## config.mk

```make
export PLATFORM = sky130hd
export DESIGN_NAME = lcdas_addr_status
export DESIGN_NICKNAME = d
export VERILOG_FILES = /design/src/rtl/lcdas_pkg.sv /design/src/rtl/lcdas_busy_timer.sv /design/src/rtl/lcdas_ctrl_bits.sv /design/src/rtl/lcdas_access_gate.sv /design/src/rtl/lcdas_addr_status.sv
export SDC_FILE = /design/constraint.sdc
export NUM_CORES = 1
export LEC_CHECK = 0
export CAP_MARGIN = 20
export CORE_MARGIN = 2
export CORE_UTILIZATION = 43
export DETAILED_ROUTE_END_ITERATION = 16
export PLACE_DENSITY = 0.79
export SYNTH_ARGS = -nofsm -noshare
export SYNTH_HDL_FRONTEND = slang
export SYNTH_SLANG_ARGS = --single-unit
```

## constraint.sdc

```tcl
create_clock -name clk -period 2.7 [get_ports clk]
set_input_delay 0.54 -clock clk [delete_from_list [all_inputs] [get_ports clk]]
set_output_delay 0.54 -clock clk [all_outputs]
set_load 0.005 [all_outputs]
```

## src/rtl/lcdas_pkg.sv

```systemverilog
package lcdas_pkg;
  localparam int DATA_W    = 8;
  localparam int BIT_BUSY  = 7;
  localparam int BIT_STBY  = 6;
  localparam int BIT_DISP  = 5;
  localparam int BIT_WPROT = 4;
  localparam int BIT_HZ    = 3;
  localparam int IDX_MAX_W = 2;

  typedef struct packed {
    logic standby;
    logic disp_on;
    logic wprot;
    logic hz;
  } ctrl_t;
endpackage

```

## src/rtl/lcdas_busy_timer.sv

```systemverilog
module lcdas_busy_timer #(
  parameter int BUSY_CYCLES = 8
) (
  input  logic clk,
  input  logic rst,
  input  logic mem_access,
  output logic busy
);
  localparam int CNT_W = $clog2(BUSY_CYCLES + 1);
  localparam logic [CNT_W-1:0] LOAD = CNT_W'(BUSY_CYCLES);

  logic [CNT_W-1:0] cnt_q, cnt_nxt;

  always_comb begin
    if (mem_access)
      cnt_nxt = LOAD;
    else if (cnt_q != '0)
      cnt_nxt = cnt_q - 1'b1;
    else
      cnt_nxt = '0;
  end

  always_ff @(posedge clk) begin
    if (rst) begin
      cnt_q <= '0;
      busy  <= 1'b1;
    end else begin
      cnt_q <= cnt_nxt;
      busy  <= (cnt_nxt != '0);
    end
  end
endmodule

```

## src/rtl/lcdas_ctrl_bits.sv

```systemverilog
module lcdas_ctrl_bits
  import lcdas_pkg::*;
#(
  parameter int IDX_W = 2
) (
  input  logic              clk,
  input  logic              rst,
  input  logic              serial_mode,
  input  logic              rsel,
  input  logic              busy,
  input  logic              addr_wr,
  input  logic [DATA_W-1:0] wr_data,
  output ctrl_t             ctrl,
  output logic [IDX_W-1:0]  index
);
  logic  rsel_d;
  logic  rsel_fall;
  ctrl_t ctrl_nxt;

  assign rsel_fall = rsel_d & ~rsel;

  always_comb begin
    ctrl_nxt = ctrl;
    if (addr_wr) begin
      ctrl_nxt.disp_on = wr_data[BIT_DISP];
      ctrl_nxt.hz      = wr_data[BIT_HZ];
      if (!(busy && wr_data[BIT_STBY]))
        ctrl_nxt.standby = wr_data[BIT_STBY];
      if (serial_mode)
        ctrl_nxt.wprot = wr_data[BIT_WPROT];
    end
    if (rsel_fall)
      ctrl_nxt.wprot = 1'b0;
  end

  always_ff @(posedge clk) begin
    rsel_d <= rst ? 1'b0 : rsel;
    if (rst) begin
      ctrl  <= '0;
      index <= '0;
    end else begin
      ctrl <= ctrl_nxt;
      if (addr_wr)
        index <= wr_data[IDX_W-1:0];
    end
  end
endmodule

```

## src/rtl/lcdas_access_gate.sv

```systemverilog
module lcdas_access_gate
  import lcdas_pkg::*;
(
  input  logic              clk,
  input  logic              rst,
  input  logic              serial_mode,
  input  logic              busy,
  input  logic              wprot,
  input  logic              wr_en,
  input  logic              wr_is_addr,
  input  logic [DATA_W-1:0] wr_data,
  input  logic              rd_en,
  input  logic              rd_is_addr,
  output logic              addr_wr,
  output logic              fwd_wr_en,
  output logic              fwd_rd_en,
  output logic [DATA_W-1:0] fwd_wr_data
);
  logic wr_ok, rd_ok;

  assign addr_wr = wr_en & wr_is_addr;
  assign wr_ok   = wr_en & ~wr_is_addr & ~busy & ~(serial_mode & wprot);
  assign rd_ok   = rd_en & ~rd_is_addr & ~busy;

  always_ff @(posedge clk) begin
    if (rst) begin
      fwd_wr_en   <= 1'b0;
      fwd_rd_en   <= 1'b0;
      fwd_wr_data <= '0;
    end else begin
      fwd_wr_en <= wr_ok;
      fwd_rd_en <= rd_ok;
      if (wr_ok)
        fwd_wr_data <= wr_data;
    end
  end
endmodule

```

## src/rtl/lcdas_addr_status.sv

```systemverilog
module lcdas_addr_status
  import lcdas_pkg::*;
#(
  parameter int IDX_W       = 2,
  parameter int BUSY_CYCLES = 8
) (
  input  logic              clk,
  input  logic              rst,
  input  logic              serial_mode,
  input  logic              rsel,
  input  logic              mem_access,
  input  logic              wr_en,
  input  logic              wr_is_addr,
  input  logic [7:0]        wr_data,
  input  logic              rd_en,
  input  logic              rd_is_addr,
  output logic [7:0]        status,
  output logic [IDX_W-1:0]  reg_index,
  output logic              standby,
  output logic              disp_on,
  output logic              hz,
  output logic              busy,
  output logic              fwd_wr_en,
  output logic              fwd_rd_en,
  output logic [7:0]        fwd_wr_data,
  output logic              so_oe
);
  localparam int LOW_BITS = BIT_HZ;

  ctrl_t ctrl;
  logic  addr_wr;

  lcdas_busy_timer #(.BUSY_CYCLES(BUSY_CYCLES)) u_timer (
    .clk(clk), .rst(rst), .mem_access(mem_access), .busy(busy)
  );

  lcdas_access_gate u_gate (
    .clk(clk), .rst(rst), .serial_mode(serial_mode), .busy(busy),
    .wprot(ctrl.wprot), .wr_en(wr_en), .wr_is_addr(wr_is_addr),
    .wr_data(wr_data), .rd_en(rd_en), .rd_is_addr(rd_is_addr),
    .addr_wr(addr_wr), .fwd_wr_en(fwd_wr_en), .fwd_rd_en(fwd_rd_en),
    .fwd_wr_data(fwd_wr_data)
  );

  lcdas_ctrl_bits #(.IDX_W(IDX_W)) u_ctrl (
    .clk(clk), .rst(rst), .serial_mode(serial_mode), .rsel(rsel),
    .busy(busy), .addr_wr(addr_wr), .wr_data(wr_data),
    .ctrl(ctrl), .index(reg_index)
  );

  assign standby = ctrl.standby;
  assign disp_on = ctrl.disp_on;
  assign hz      = ctrl.hz;
  assign so_oe   = serial_mode & ~rst;

  assign status[BIT_BUSY]  = busy;
  assign status[BIT_STBY]  = ctrl.standby;
  assign status[BIT_DISP]  = ctrl.disp_on;
  assign status[BIT_WPROT] = ctrl.wprot & serial_mode;
  assign status[BIT_HZ]    = ctrl.hz;

  for (genvar g = 0; g < LOW_BITS; g++) begin : g_low
    if (g < IDX_W && g < IDX_MAX_W) begin : g_idx
      assign status[g] = reg_index[g];
    end else begin : g_zero
      assign status[g] = 1'b0;
    end
  end
endmodule

```

==> impl.org <==
** Global route
- Number of antenna violations at the first check in global routing :: 0
- Total routing resource utilization after global routing :: 0.1693
- Global-route congestion overflow total :: 0
- Entering global routing, the biggest net connects 23 pins.
- Global-route wire length before repair :: 3429 um
- Number of global-route vias before repair :: 808

** Floorplanning
- The initial utilization of the core area, before any placement, comes to 0.4672.
- Area inside the core boundary :: 0.002022 mm2
- Number of placement rows :: 16
- 42 I/O pins were placed.
- Measured along the y axis, the die boundary spans 50.87 um.
- Area of the die :: 0.002588 mm2
- The die is 50.87 um wide.

** Placement
- During placement, the flow inserted port buffers numbering 40.
- Detailed placement finished with a half-perimeter wire length of 1568 um.
- Counting tap cells, the placed design contains a total of 165 instances.
- The congestion estimate from routability-driven global placement came to 0.7967.

** Critical path
- For the worst setup path, the data arrival time is 1780 ps.
- STA classifies the critical path startpoint as a primary input.
- Required time of the critical path :: 2160 ps
- The critical path in this run is classified as primary input to primary output.
- Critical path peak fanout :: 9
- Kind of capture point of the worst setup path :: primary output
- Setup slack, reg-to-reg :: 1290 ps

** Route
- Number of detailed-route iterations in the first pass :: 4
- The routed layout has 858 vias.
- Total length of routed wires :: 1981 um
- In the final routed layout, each cell accounts on average for 11.72 um.
- Antenna Violating Nets Remaining :: 0
- For this block, the initial DRC count from the detailed router was 21.
- In the routed design, unresolved DRC markers number 0.
- DR vias/cell :: 5.077

** Layout
- In the final layout, the share of cells above drive strength 1 is 0.07746.
- Synth-to-layout area growth :: 42.65%
- Number of antenna cells inserted :: 0
- In the final design database the tool counted 162 nets.
- Once layout is complete, the utilization of the core stands at 0.6665.
- Number of standard cells in the layout, taps in and fillers out :: 169

** CTS
- TritonCTS built the clock tree.
- Hold repair after CTS inserted 0 buffers.
- Sink Count :: 22
- Cell at the root of the clock tree :: clkbuf_4
- The clock passes through at most 2 buffers.
- Clock-pin slew of the registers on the worst-case setup and hold paths :: 110 ps
- After clock tree synthesis, the repair step resized 0 gates.
- CTS Buf Count :: 3
- In this run the number of H-tree levels came out at 1.
- Post-CTS setup-driven buffer insertion count :: 0
- Insertion delay to the later sink of the worst-skew pair :: 300 ps

** Synthesis
- Yosys mapped the design onto 28 distinct sky130hd cell types.
- After technology mapping, the gate count stands at 107.
- Post-synthesis net count :: 126
- Each instance of the synthesized netlist takes up on average 8.829 um2.
- The mapped netlist covers 944.7 um2.
- Yosys warning total :: 0
- In this run, synthesis produced a sequential element count of 22.
- Fraction of the yosys area taken by sequential cells :: 0.4662

** STA
- The clock arrives with 6.353 ps of skew.
- For the finished layout, the period the worst path requires is 2319 ps.
- Highest Clock Rate :: 431.3 MHz
- The total count of hold-check failures in the final report came to 0.
- Final count of pins violating max slew :: 0
- In the finished design, the share of the clock period the worst path needs comes to 0.8588.
- Setup-failing EPs final :: 0
- Setup repair after global routing left no endpoint under its margin.
- For the final routed database, the setup TNS stands at 0 ps.

** Power
- The worst-case IR drop observed on VDD is 0.3202 mV.
- Standby leakage power :: 0.4725 nW
- For this design the ratio of total power to cell area is 472.6 mW/mm2.

** Hold path
- The path class of the tightest hold or removal check is flip-flop to flip-flop.

** Job
- Across the run, the number of max-cap violations was 0.

** Run status
- The flow ran to the end, and the final reports show no timing, DRC or antenna violations.
metal layers:
metal / vias to the layer above / part of all wire / GRT usage
li1: 441 / - / -
met1: 398 / 0.43 / 0.1982
met2: 19 / 0.52 / 0.3092
met3: 0 / 0.047 / 0.04094
met4: 0 / 0 / 0.04054
met5: - / 0 / 0
flip-flops by register name (all words and copies together), names as in the netlist:
name                flops
u_ctrl.ctrl             4
u_ctrl.index            2
u_ctrl.rsel_d           1
u_gate.fwd_rd_en        1
u_gate.fwd_wr_data      8
u_gate.fwd_wr_en        1
u_timer.busy            1
u_timer.cnt_q           4
final timing paths:
check,start,endpoint,cells after the start
max,serial_mode,status[4],4
min,u_gate.fwd_wr_data[7]$_SDFFE_PP0P_,u_gate.fwd_wr_data[7]$_SDFFE_PP0P_,2
max reg2reg,u_timer.cnt_q[0]$_SDFF_PP0_,u_timer.busy$_SDFF_PP1_,5
min reg2reg,u_gate.fwd_wr_data[7]$_SDFFE_PP0P_,u_gate.fwd_wr_data[7]$_SDFFE_PP0P_,2
kinds of logic after synthesis:
logic type | Yosys count | synth area share
and+or+nand+nor | 40 | 0.2318
AOI/OAI and AO/OA | 27 | 0.1616
DFF | 22 | 0.4662
buffers and inverters | 14 | 0.09934
adders and majority gates | 2 | 0.02649
muxes | 1 | 0.01060
other | 1 | 0.003970
cell type report:
type                       instances  area, um2
clock buffer                       4      36.28
fill                             175      674.4
inverter                           3      11.26
multi-input combinational         71      410.4
sequential                        22      440.4
tap                               27      33.78
timing repair buffer              42      415.4
Yosys cell counts (all sizes together):
cell type	instances	area [um2]
mux2i	1	10.01
dfxtp	22	440.4
or3b	2	17.52
ha	2	25.02
nand2	6	25.03
nand3	13	65.06
o31a	1	8.760
nand2b	1	6.260
inv	2	7.510
o21ba	1	10.01
clkinv	1	3.750
o21ai	8	43.79
nor4b	1	8.760
nor3b	1	12.51
conb	1	3.750
nor2	4	15.01
buf	9	75.07
a21oi	15	75.07
a211oi	1	7.510
nor4	2	12.51
nor3	5	25.02
clkbuf	2	7.510
o211ai	1	7.510
nor2b	5	31.28
metrics by stage:
| stage | hold slack (ps) | power, mW | cell area, um2 | worst slack [ps] |
|---|---|---|---|---|
| 2_1_floorplan | 459.9 | 0.4137 | 944.7 | 1231 |
| 4_1_cts | 482.6 | 0.6444 | 1348 | 375.8 |
| 5_1_grt | 512.5 | 0.6757 | 1348 | 337.9 |
| 3_3_place_gp | 454.4 | 0.4664 | 1311 | 401.5 |
| 6_report | 480.4 | 0.6369 | 1348 | 381.3 |
| 3_5_place_dp | 466.1 | 0.4699 | 1311 | 386.6 |
worst max-delay path: stages:
cell and delay [ps]:
clkdlybuf4s50_1 520, nand2_2 140, clkinv_1 90, clkdlybuf4s50_1 490
report_power, final:
part / switching [mW] / internal [mW]
combinational: 0.0454 / 0.0661
clock: 0.0933 / 0.0821
sequential: 0.0116 / 0.338
cells in the final DEF (no fill, tap or decap), types with 2 or more instances in the layout:
cell type	netlist	final
clkdlybuf4s50_1	0	40
dfxtp_1	22	22
a21oi_1	15	15
nand3_1	13	13
o21ai_1	7	7
nor2b_1	5	5
nand2_1	5	5
nor3_1	5	5
nor2_1	4	4
clkbuf_4	0	3
inv_1	2	2
nor4_1	2	2
ha_1	2	2
buf_4	7	2
(Power assumes the default switching activity.)
